<file path="src/rtl/i2cm_pkg.sv">
package i2cm_pkg;

  localparam logic [3:0] CMD_START   = 4'h1;
  localparam logic [3:0] CMD_STOP    = 4'h2;
  localparam logic [3:0] CMD_TX      = 4'h3;
  localparam logic [3:0] CMD_RX_ACK  = 4'h4;
  localparam logic [3:0] CMD_RX_NACK = 4'h5;

  // What the data line register does on a phase entry
  typedef enum logic [1:0] {
    DRV_KEEP  = 2'd0,
    DRV_LOW   = 2'd1,
    DRV_REL   = 2'd2,
    DRV_SHIFT = 2'd3
  } drv_e;

  typedef struct packed {
    logic loadShift;
    logic dataWr;
    drv_e drv;
    logic shiftIn;
    logic ackSample;
    logic commit;
    logic txAckWr;
    logic txAckVal;
  } strobes_t;

endpackage

</file>
<file path="src/rtl/i2cm_ctrl.sv">
module i2cm_ctrl
  import i2cm_pkg::*;
#(
  parameter int QUARTER = 8
) (
  input  logic       clk,
  input  logic       rstN,
  input  logic       wrEn,
  input  logic       wrCtrl,
  input  logic [3:0] code,
  output strobes_t   st,
  output logic       busy,
  output logic       sclHigh,
  output logic       error,
  output logic [3:0] cmdField
);

  localparam int CNT_W = (QUARTER > 1) ? $clog2(QUARTER) : 1;
  localparam logic [CNT_W-1:0] CNT_LAST = CNT_W'(QUARTER - 1);
  localparam logic [3:0] BYTE_LAST = 4'd8;

  logic [CNT_W-1:0] divCnt;
  logic [1:0]       phase;
  logic [3:0]       slot;
  logic [3:0]       op;

  logic tick, ctrlWr, isLegal, isRx, isByteOp, atLast, dataSlot;

  assign tick     = busy && (divCnt == CNT_LAST);
  assign ctrlWr   = wrEn && wrCtrl;
  assign isLegal  = (code >= CMD_START) && (code <= CMD_RX_NACK);
  assign isRx     = (op == CMD_RX_ACK) || (op == CMD_RX_NACK);
  assign isByteOp = isRx || (op == CMD_TX);
  assign atLast   = isByteOp ? (slot == BYTE_LAST) : (slot == 4'd0);
  assign dataSlot = slot < BYTE_LAST;
  assign sclHigh  = !busy || phase[1];

  always_ff @(posedge clk or negedge rstN) begin
    if (!rstN) begin
      busy     <= 1'b0;
      divCnt   <= '0;
      phase    <= 2'd0;
      slot     <= 4'd0;
      op       <= 4'd0;
      error    <= 1'b0;
      cmdField <= 4'd0;
    end else begin
      if (ctrlWr && busy) error <= 1'b1;
      if (ctrlWr && !busy) begin
        cmdField <= code;
        error    <= !isLegal;
        if (isLegal) begin
          busy   <= 1'b1;
          op     <= code;
          divCnt <= '0;
          phase  <= 2'd0;
          slot   <= 4'd0;
        end
      end else if (busy) begin
        if (tick) begin
          divCnt <= '0;
          phase  <= phase + 2'd1;
          if (phase == 2'd3) begin
            if (atLast) busy <= 1'b0;
            else        slot <= slot + 4'd1;
          end
        end else begin
          divCnt <= divCnt + 1'b1;
        end
      end
    end
  end

  always_comb begin
    st           = '0;
    st.drv       = DRV_KEEP;
    st.loadShift = ctrlWr && !busy && (code == CMD_TX);
    st.dataWr    = wrEn && !wrCtrl && !busy;
    if (tick) begin
      unique case (phase)
        2'd0: begin
          unique case (op)
            CMD_START:   st.drv = DRV_REL;
            CMD_STOP:    st.drv = DRV_LOW;
            CMD_TX:      st.drv = dataSlot ? DRV_SHIFT : DRV_REL;
            CMD_RX_ACK:  st.drv = dataSlot ? DRV_REL : DRV_LOW;
            default:     st.drv = DRV_REL;
          endcase
        end
        2'd1: begin
          if (isByteOp && dataSlot)          st.shiftIn   = 1'b1;
          else if (isByteOp && op == CMD_TX) st.ackSample = 1'b1;
        end
        2'd2: begin
          if (op == CMD_START)     st.drv = DRV_LOW;
          else if (op == CMD_STOP) st.drv = DRV_REL;
        end
        default: begin
          if (atLast && isRx) begin
            st.commit   = 1'b1;
            st.txAckWr  = 1'b1;
            st.txAckVal = (op == CMD_RX_NACK);
          end
        end
      endcase
    end
  end

endmodule

</file>
<file path="src/rtl/i2cm_datapath.sv">
module i2cm_datapath
  import i2cm_pkg::*;
(
  input  logic       clk,
  input  logic       rstN,
  input  strobes_t   st,
  input  logic [7:0] wrData,
  input  logic       sdaIn,
  output logic [7:0] dataReg,
  output logic       sdaLow,
  output logic       rxAckN,
  output logic       txAckN
);

  logic [7:0] shiftReg;

  always_ff @(posedge clk or negedge rstN) begin
    if (!rstN) begin
      dataReg  <= 8'h00;
      shiftReg <= 8'h00;
      sdaLow   <= 1'b0;
      rxAckN   <= 1'b1;
      txAckN   <= 1'b1;
    end else begin
      if (st.dataWr)      dataReg <= wrData;
      else if (st.commit) dataReg <= shiftReg;

      if (st.loadShift)    shiftReg <= dataReg;
      else if (st.shiftIn) shiftReg <= {shiftReg[6:0], sdaIn};

      unique case (st.drv)
        DRV_LOW:   sdaLow <= 1'b1;
        DRV_REL:   sdaLow <= 1'b0;
        DRV_SHIFT: sdaLow <= !shiftReg[7];
        default:   sdaLow <= sdaLow;
      endcase

      if (st.ackSample) rxAckN <= sdaIn;
      if (st.txAckWr)   txAckN <= st.txAckVal;
    end
  end

endmodule

</file>
<file path="src/rtl/eeprom_i2c_master.sv">
module eeprom_i2c_master
  import i2cm_pkg::*;
#(
  parameter int QUARTER = 8
) (
  input  logic       clk,
  input  logic       rstN,
  input  logic       wrEn,
  input  logic       wrCtrl,
  input  logic [7:0] wrData,
  output logic [7:0] dataOut,
  output logic [7:0] statusOut,
  output logic       sclOut,
  output logic       sdaPullLow,
  input  logic       sdaIn
);

  strobes_t   st;
  logic       busy, error, rxAckN, txAckN;
  logic [3:0] cmdField;

  i2cm_ctrl #(.QUARTER(QUARTER)) u_ctrl (
    .clk      (clk),
    .rstN     (rstN),
    .wrEn     (wrEn),
    .wrCtrl   (wrCtrl),
    .code     (wrData[3:0]),
    .st       (st),
    .busy     (busy),
    .sclHigh  (sclOut),
    .error    (error),
    .cmdField (cmdField)
  );

  i2cm_datapath u_dp (
    .clk     (clk),
    .rstN    (rstN),
    .st      (st),
    .wrData  (wrData),
    .sdaIn   (sdaIn),
    .dataReg (dataOut),
    .sdaLow  (sdaPullLow),
    .rxAckN  (rxAckN),
    .txAckN  (txAckN)
  );

  assign statusOut = {error, busy, rxAckN, txAckN, cmdField};

endmodule

</file>
<file path="config.mk">
export PLATFORM = sky130hd
export DESIGN_NAME = eeprom_i2c_master
export DESIGN_NICKNAME = d
export VERILOG_FILES = /design/src/rtl/i2cm_pkg.sv /design/src/rtl/i2cm_ctrl.sv /design/src/rtl/i2cm_datapath.sv /design/src/rtl/eeprom_i2c_master.sv
export SDC_FILE = /design/constraint.sdc
export NUM_CORES = 1
export LEC_CHECK = 0
export BUFFER_PORTS_ARGS = -buffer_cell sky130_fd_sc_hd__clkbuf_2
export CAP_MARGIN = 5
export CORE_MARGIN = 1.5
export CORE_UTILIZATION = 40
export DETAILED_ROUTE_END_ITERATION = 8
export PLACE_DENSITY_LB_ADDON = 0.3
export SYNTH_ARGS = -nofsm -noshare
export SYNTH_HDL_FRONTEND = slang
export SYNTH_SLANG_ARGS = --single-unit
</file>
<file path="constraint.sdc">
create_clock -name clk -period 2.1 [get_ports clk]
set_input_delay 0.105 -clock clk [delete_from_list [all_inputs] [get_ports clk]]
set_output_delay 0.105 -clock clk [all_outputs]
set_load 0.005 [all_outputs]
</file>
# --- Word level (Yosys, flattened, before mapping) ---
# Index checks and enable logic that the tools add are counted.
word_totals:
  regBits: 38
  input_bits: 13
  output_inout_bits: 18
  word_cells: 107
classes:
  n_addsub: 3
  magnitude_cmp: 3
  n_eq_ne: 16
  n_mux: 41
  reduce_logical: 32
op_table:
  columns: ["operator", "count"]
  rows:
  - ["$mux 8", 4]
  - ["$mux 4", 6]
  - ["$mux 3", 6]
  - ["$mux 2", 8]
  - ["$mux 1", 13]
  - ["$eq 4x2->1 const B", 3]
  - ["$reduce_bool 2->1", 6]
  - ["$logic_and 1x1->1", 11]
  - ["$eq 2x2->1 const B", 4]
  - ["$eq 4x3->1 const B", 2]
  - ["$mux 7", 1]
  - ["$pmux 2 s3", 1]
  - ["$reduce_and 5->1", 1]
  - ["$add 4x1->4 const B", 1]
  - ["$eq 2x1->1 const B", 2]
  - ["$eq 4x1->1 const B", 1]
  - ["$eq 4x4->1 const B", 1]
  - ["$ge 4x1->1 const B", 1]
  - ["$le 4x3->1 const B", 1]
  - ["$logic_not 1->1", 4]
  - ["$logic_not 4->1", 1]
  - ["$lt 4x4->1 const B", 1]
  - ["$pmux 2 s2", 1]
  - ["$reduce_and 2->1", 2]
  - ["other kinds (11)", 13]

# --- Depth between registers and ports, before layout ---
logic_depth:
  word_depth: 10
  depth_mapped: 8
  depth_no_buf: 6

# --- Hierarchy ---
# A second synthesis with hierarchy kept.
unflattened:
  cells_unflattened: 207
  area_unflattened_um2: 2140.8
modules_own_cells:
  columns: ["module", "n_inst", "cells_per_inst", "area_each_um2", "seq_area_each_um2"]
  rows:
  - ["i2cm_ctrl", 1, 127, 1248.7, 475.5]
  - ["i2cm_datapath", 1, 76, 862.1, 478.0]
  - ["eeprom_i2c_master", 1, 4, 30.0, 0.0]

# --- Least setup slack after synthesis ---
# No wires, ideal clock.
synth_path:
  path_kind: "reg2reg"
  from: "register u_ctrl.op[1]"
  to: "register u_dp.shiftReg[0]"
  setup_time_ns: 0.125
  arrival_time_ns: 1.787
  t_required_ns: 1.975
  path_slack_ns: 0.188
  stages_incl_launch_ff: 7
  n_path_buf: 2
  synth_period_minus_slack_ns: 1.912
  cell_sequence: "dfrtp_1 > buf_6 > or3b_4 > a211oi_4 > or2_1 > buf_6 > mux2_4"
synth_between:
  elab_chain_len: 8
  elab_cells_between_ends: 10
  cone_classes: "eq/ne (3); mux (3); reduce/logical (4)"
synth_rtl:
  columns: ["item", "line_no", "text"]
  rows:
  - ["start, declared", "i2cm_ctrl.sv:25", "logic [3:0] op;"]
  - ["start signal, assigned", "i2cm_ctrl.sv:54", "op <= code;"]
  - ["$eq 4x3->1", "i2cm_ctrl.sv:32", "assign isRx = (op == CMD_RX_ACK) || (op == CMD_RX_NACK);"]
  - ["$logic_or 1x1->1", "i2cm_ctrl.sv:32", null]
  - ["$logic_or 1x1->1 *", "i2cm_ctrl.sv:33", "assign isByteOp = isRx || (op == CMD_TX);"]
  - ["$logic_and 1x1->1 *", "i2cm_ctrl.sv:91", "if (isByteOp && dataSlot) st.shiftIn = 1'b1;"]
  - ["$mux 1 *", "i2cm_ctrl.sv:91", null]
  - ["$mux 2 *", "i2cm_ctrl.sv:80", "unique case (phase)"]
  - ["$mux 7 *", "i2cm_ctrl.sv:79", "if (tick) begin"]
  - ["$reduce_bool 2->1 (no line) *", null, null]
  - ["end signal, assigned", "i2cm_datapath.sv:28", "if (st.loadShift) shiftReg <= dataReg;"]
  - ["end signal, assigned", "i2cm_datapath.sv:29", "else if (st.shiftIn) shiftReg <= {shiftReg[6:0], sdaIn};"]
  - ["end, declared", "i2cm_datapath.sv:15", "logic [7:0] shiftReg;"]
# Every way passes the cells marked *; elsewhere a longest branch is shown, timed or not.
# A chain may end at the register's enable or synchronous reset.

# --- Worst setup path in the final report ---
# Same ends and word-level chain as after synthesis.

==> metrics.csv <==
metric;value;unit
relSlewSlack;73.33;%
cts.repair.resized;0;
p_leak;0.001139;µW
hpwl;3095;µm
port_buffers;30;
cp_slowest_cell;dfrtp_1;
post-route-util;50.14;%
num_rows;25;
clk_latency;0.30;ns
crit_family;simple AND/OR/NAND/NOR gates;
ys_warn_count;0;
num_vias;1559;
worst_pin_slew;0.3989;ns
path_buf_inv;0;
drive_gt1_share;25.64;%
hold_violations;0;
outcome;finished clean;
gp_congestion;0.7758;
cap_violations;0;
drcViolationCount;0;
powerDensity;891.9;nW/µm²
finalSetupTns;0;ns
syn_to_final_growth;17.69;%
ir_drop;0.0005925;V
grt.overflow.total;0;
htree_levels;2;
initial_core_util;42.61;%
max_freq;556.7;MHz
grt_pass1_vias;1497;
avgViaCountPerCell;5.179;
cp-end-kind;flip-flop;
die_x;74.87;µm
syn_nets;220;
synth_area_leaders;dfrtp_1, mux2i_1, ha_1;
cts.sinks;38;
synth_area_leader_cell;dfrtp_1;
crit_type;flip-flop to flip-flop;
dp_cells;292;
final_cells;301;
period_share;85.54;%
placedInstanceArea;2283;µm²
finalMaxSlewViolations;0;
cts_buffers;5;
dp_slack;0.3109;ns
cts_tree;built;
finalSetupViolCount;0;
ys_seq_area_share;46.15;%
wl_per_cell;13.95;µm
fin_area;2431;µm²
ant_nets;0;
worst_slack;0.3037;ns
syn-cell-area;2066;µm²
drtPass1Iterations;4;
grt_max_degree;24;
slowest_delay;0.50;ns
synthCells;198;
io_pins;31;
hold_path.class;input port to flip-flop;
nets;255;
clk_pin_slew;0.08;ns
cts_buffer_depth;2;
grt.total_usage;16.96;%
final.setup_skew;0.007983;ns
cp-start-kind;flip-flop;
synth_top_area_share;43.61;%
cts-root-buf;clkbuf_8;
ys_types;46;
avgSynthCellArea;10.43;µm²
grt_first_pass_wirelength;7148;µm
min_period;1.796;ns
dieHeight;74.87;µm
cp_data_arrival_time;1.98;ns
cp_max_fo;10;
die-area;5605;µm²
nFillCells;474;
drtIter0Drc;104;
rsz0062_at_grt;no;
n_antenna_cell;0;
routed_wl;4200;µm
synth_seq_cells;38;
antenna_found_initial;0;
core;4848;µm²
cp_cell_sequence;or3b_4 -> a211oi_4 -> or2_1 -> mux2_4;
required;2.29;ns
[timing repair]
action,in CTS,in global routing
hold endpoints to repair,13,0
setup buffers,0,0
hold buffers,1,0
setup endpoints to repair,0,0
[final timing paths]
path / cells past startpoint / from / to / slack [ns]
min in group asynchronous: 2 / rstN / u_dp.shiftReg[7] / 0.26
max reg2reg: 4 / u_ctrl.op[1] / u_dp.shiftReg[0] / 0.30
min: 3 / wrData[4] / u_dp.dataReg[4] / 0.004
min reg2reg: 1 / u_dp.sdaLow / u_dp.sdaLow / 0.50
max in group asynchronous: 3 / rstN / u_dp.dataReg[1] / 1.19
max: 4 / u_ctrl.op[1] / u_dp.shiftReg[0] / 0.30
[worst register-to-register path, delay by kind of cell, from the launching register on]
family | cells | cell delay [ns]
AOI/OAI and AO/OA | 1 | 0.26
DFF | 1 | 0.50
muxes | 1 | 0.30
and+or+nand+nor | 2 | 0.64
[cell type report]
class | instances | area [µm²] | share of cell area [%]
clock inverters | 3 | 68.82 | 2.831
repair buffers | 40 | 227.7 | 9.367
inverters | 5 | 18.77 | 0.7720
clock buffers | 5 | 68.82 | 2.831
flip-flops and latches | 38 | 953.4 | 39.22
well taps | 67 | 83.83 | 3.448
multi-input cells | 143 | 1010 | 41.53
[where the power goes]
group | switching (µW) | leakage [µW] | internal (µW)
registers | 112 | 0.000451 | 852
clock network | 277 | 0.0000683 | 476
logic | 233 | 0.000619 | 217
[synth_stat cells, drive strengths merged]
library cell and n:
o31ai 3, nand2 27, o2111ai 2, dfrtp 36
nor2 3, a22o 1, nand4 3, or4bb 1
or2 1, or3 2, and2 3, and3b 1
o311a 1, clkbuf 2, nor3b 1, buf 10
o22ai 1, mux2 8, or3b 1, o21ai 15
nand4bb 1, a32o 1, a21o 1, a211oi 1
nand3b 3, nand3 5, nor3 8, mux2i 17
ha 9, a21oi 12, a31oi 1, nand2b 1
inv 5, and3 2, dfstp 2, o41ai 1
nor2b 2, nor4bb 2, nor4 1, and4b 1
[cells in the final DEF (no fill, tap or decap), types with 2 or more instances in the layout]
cell type  count
nand3b_1       3
buf_4          9
mux2i_1       17
nand4_1        3
mux2_2         7
nor2_1         3
and2_1         2
and3_1         2
a21oi_1       12
clkbuf_8       5
nand3_1        5
dfstp_2        2
clkbuf_2      30
inv_1          5
nor3_1         8
bufinv_16      2
o31ai_1        3
ha_1           9
or3_1          2
nand2_1       27
dfrtp_1       36
o2111ai_1      2
nor2b_1        2
o21ai_0       15
[registers in the layout (all words and copies together), names as in the netlist]
| signal | cells |
|---|---|
| u_dp.rxAckN | 1 |
| u_ctrl.cmdField | 4 |
| u_dp.shiftReg | 8 |
| u_ctrl.error | 1 |
| u_dp.txAckN | 1 |
| u_ctrl.divCnt | 3 |
| u_ctrl.phase | 2 |
| u_ctrl.op | 4 |
| u_dp.sdaLow | 1 |
| u_ctrl.slot | 4 |
| u_dp.dataReg | 8 |
| u_ctrl.busy | 1 |
[stage by stage]
stage / hold WS (ns) / power (µW)
after global routing: 0.002123 / 2320
after CTS: 0.00002431 / 2191
final: 0.003830 / 2168
after detailed placement: 0.05374 / 1435
after global placement: 0.05716 / 1422
after floorplan: -0.1906 / 1263
[layer usage]
metal	part of all wire, %	wire (µm)	track usage [%]	vias up
met3	4.1	171	4.150	7
met2	43	1816	25.17	37
met4	1.3	55	5.455	0
met5	0	0	0	-
li1	-	-	-	785
met1	51	2156	24.38	730
[cells by family (layout without fill, tap and decap cells)]
kind of cell | after synthesis | count (layout) | synth area share (%)
AOI/OAI and AO/OA | 40 | 40 | 12.24
adders and majority gates | 9 | 9 | 5.451
buffers and inverters | 17 | 53 | 4.966
DFF | 38 | 38 | 46.15
muxes | 25 | 25 | 12.78
and+or+nand+nor | 69 | 69 | 18.41
(Power assumes the default switching activity.)
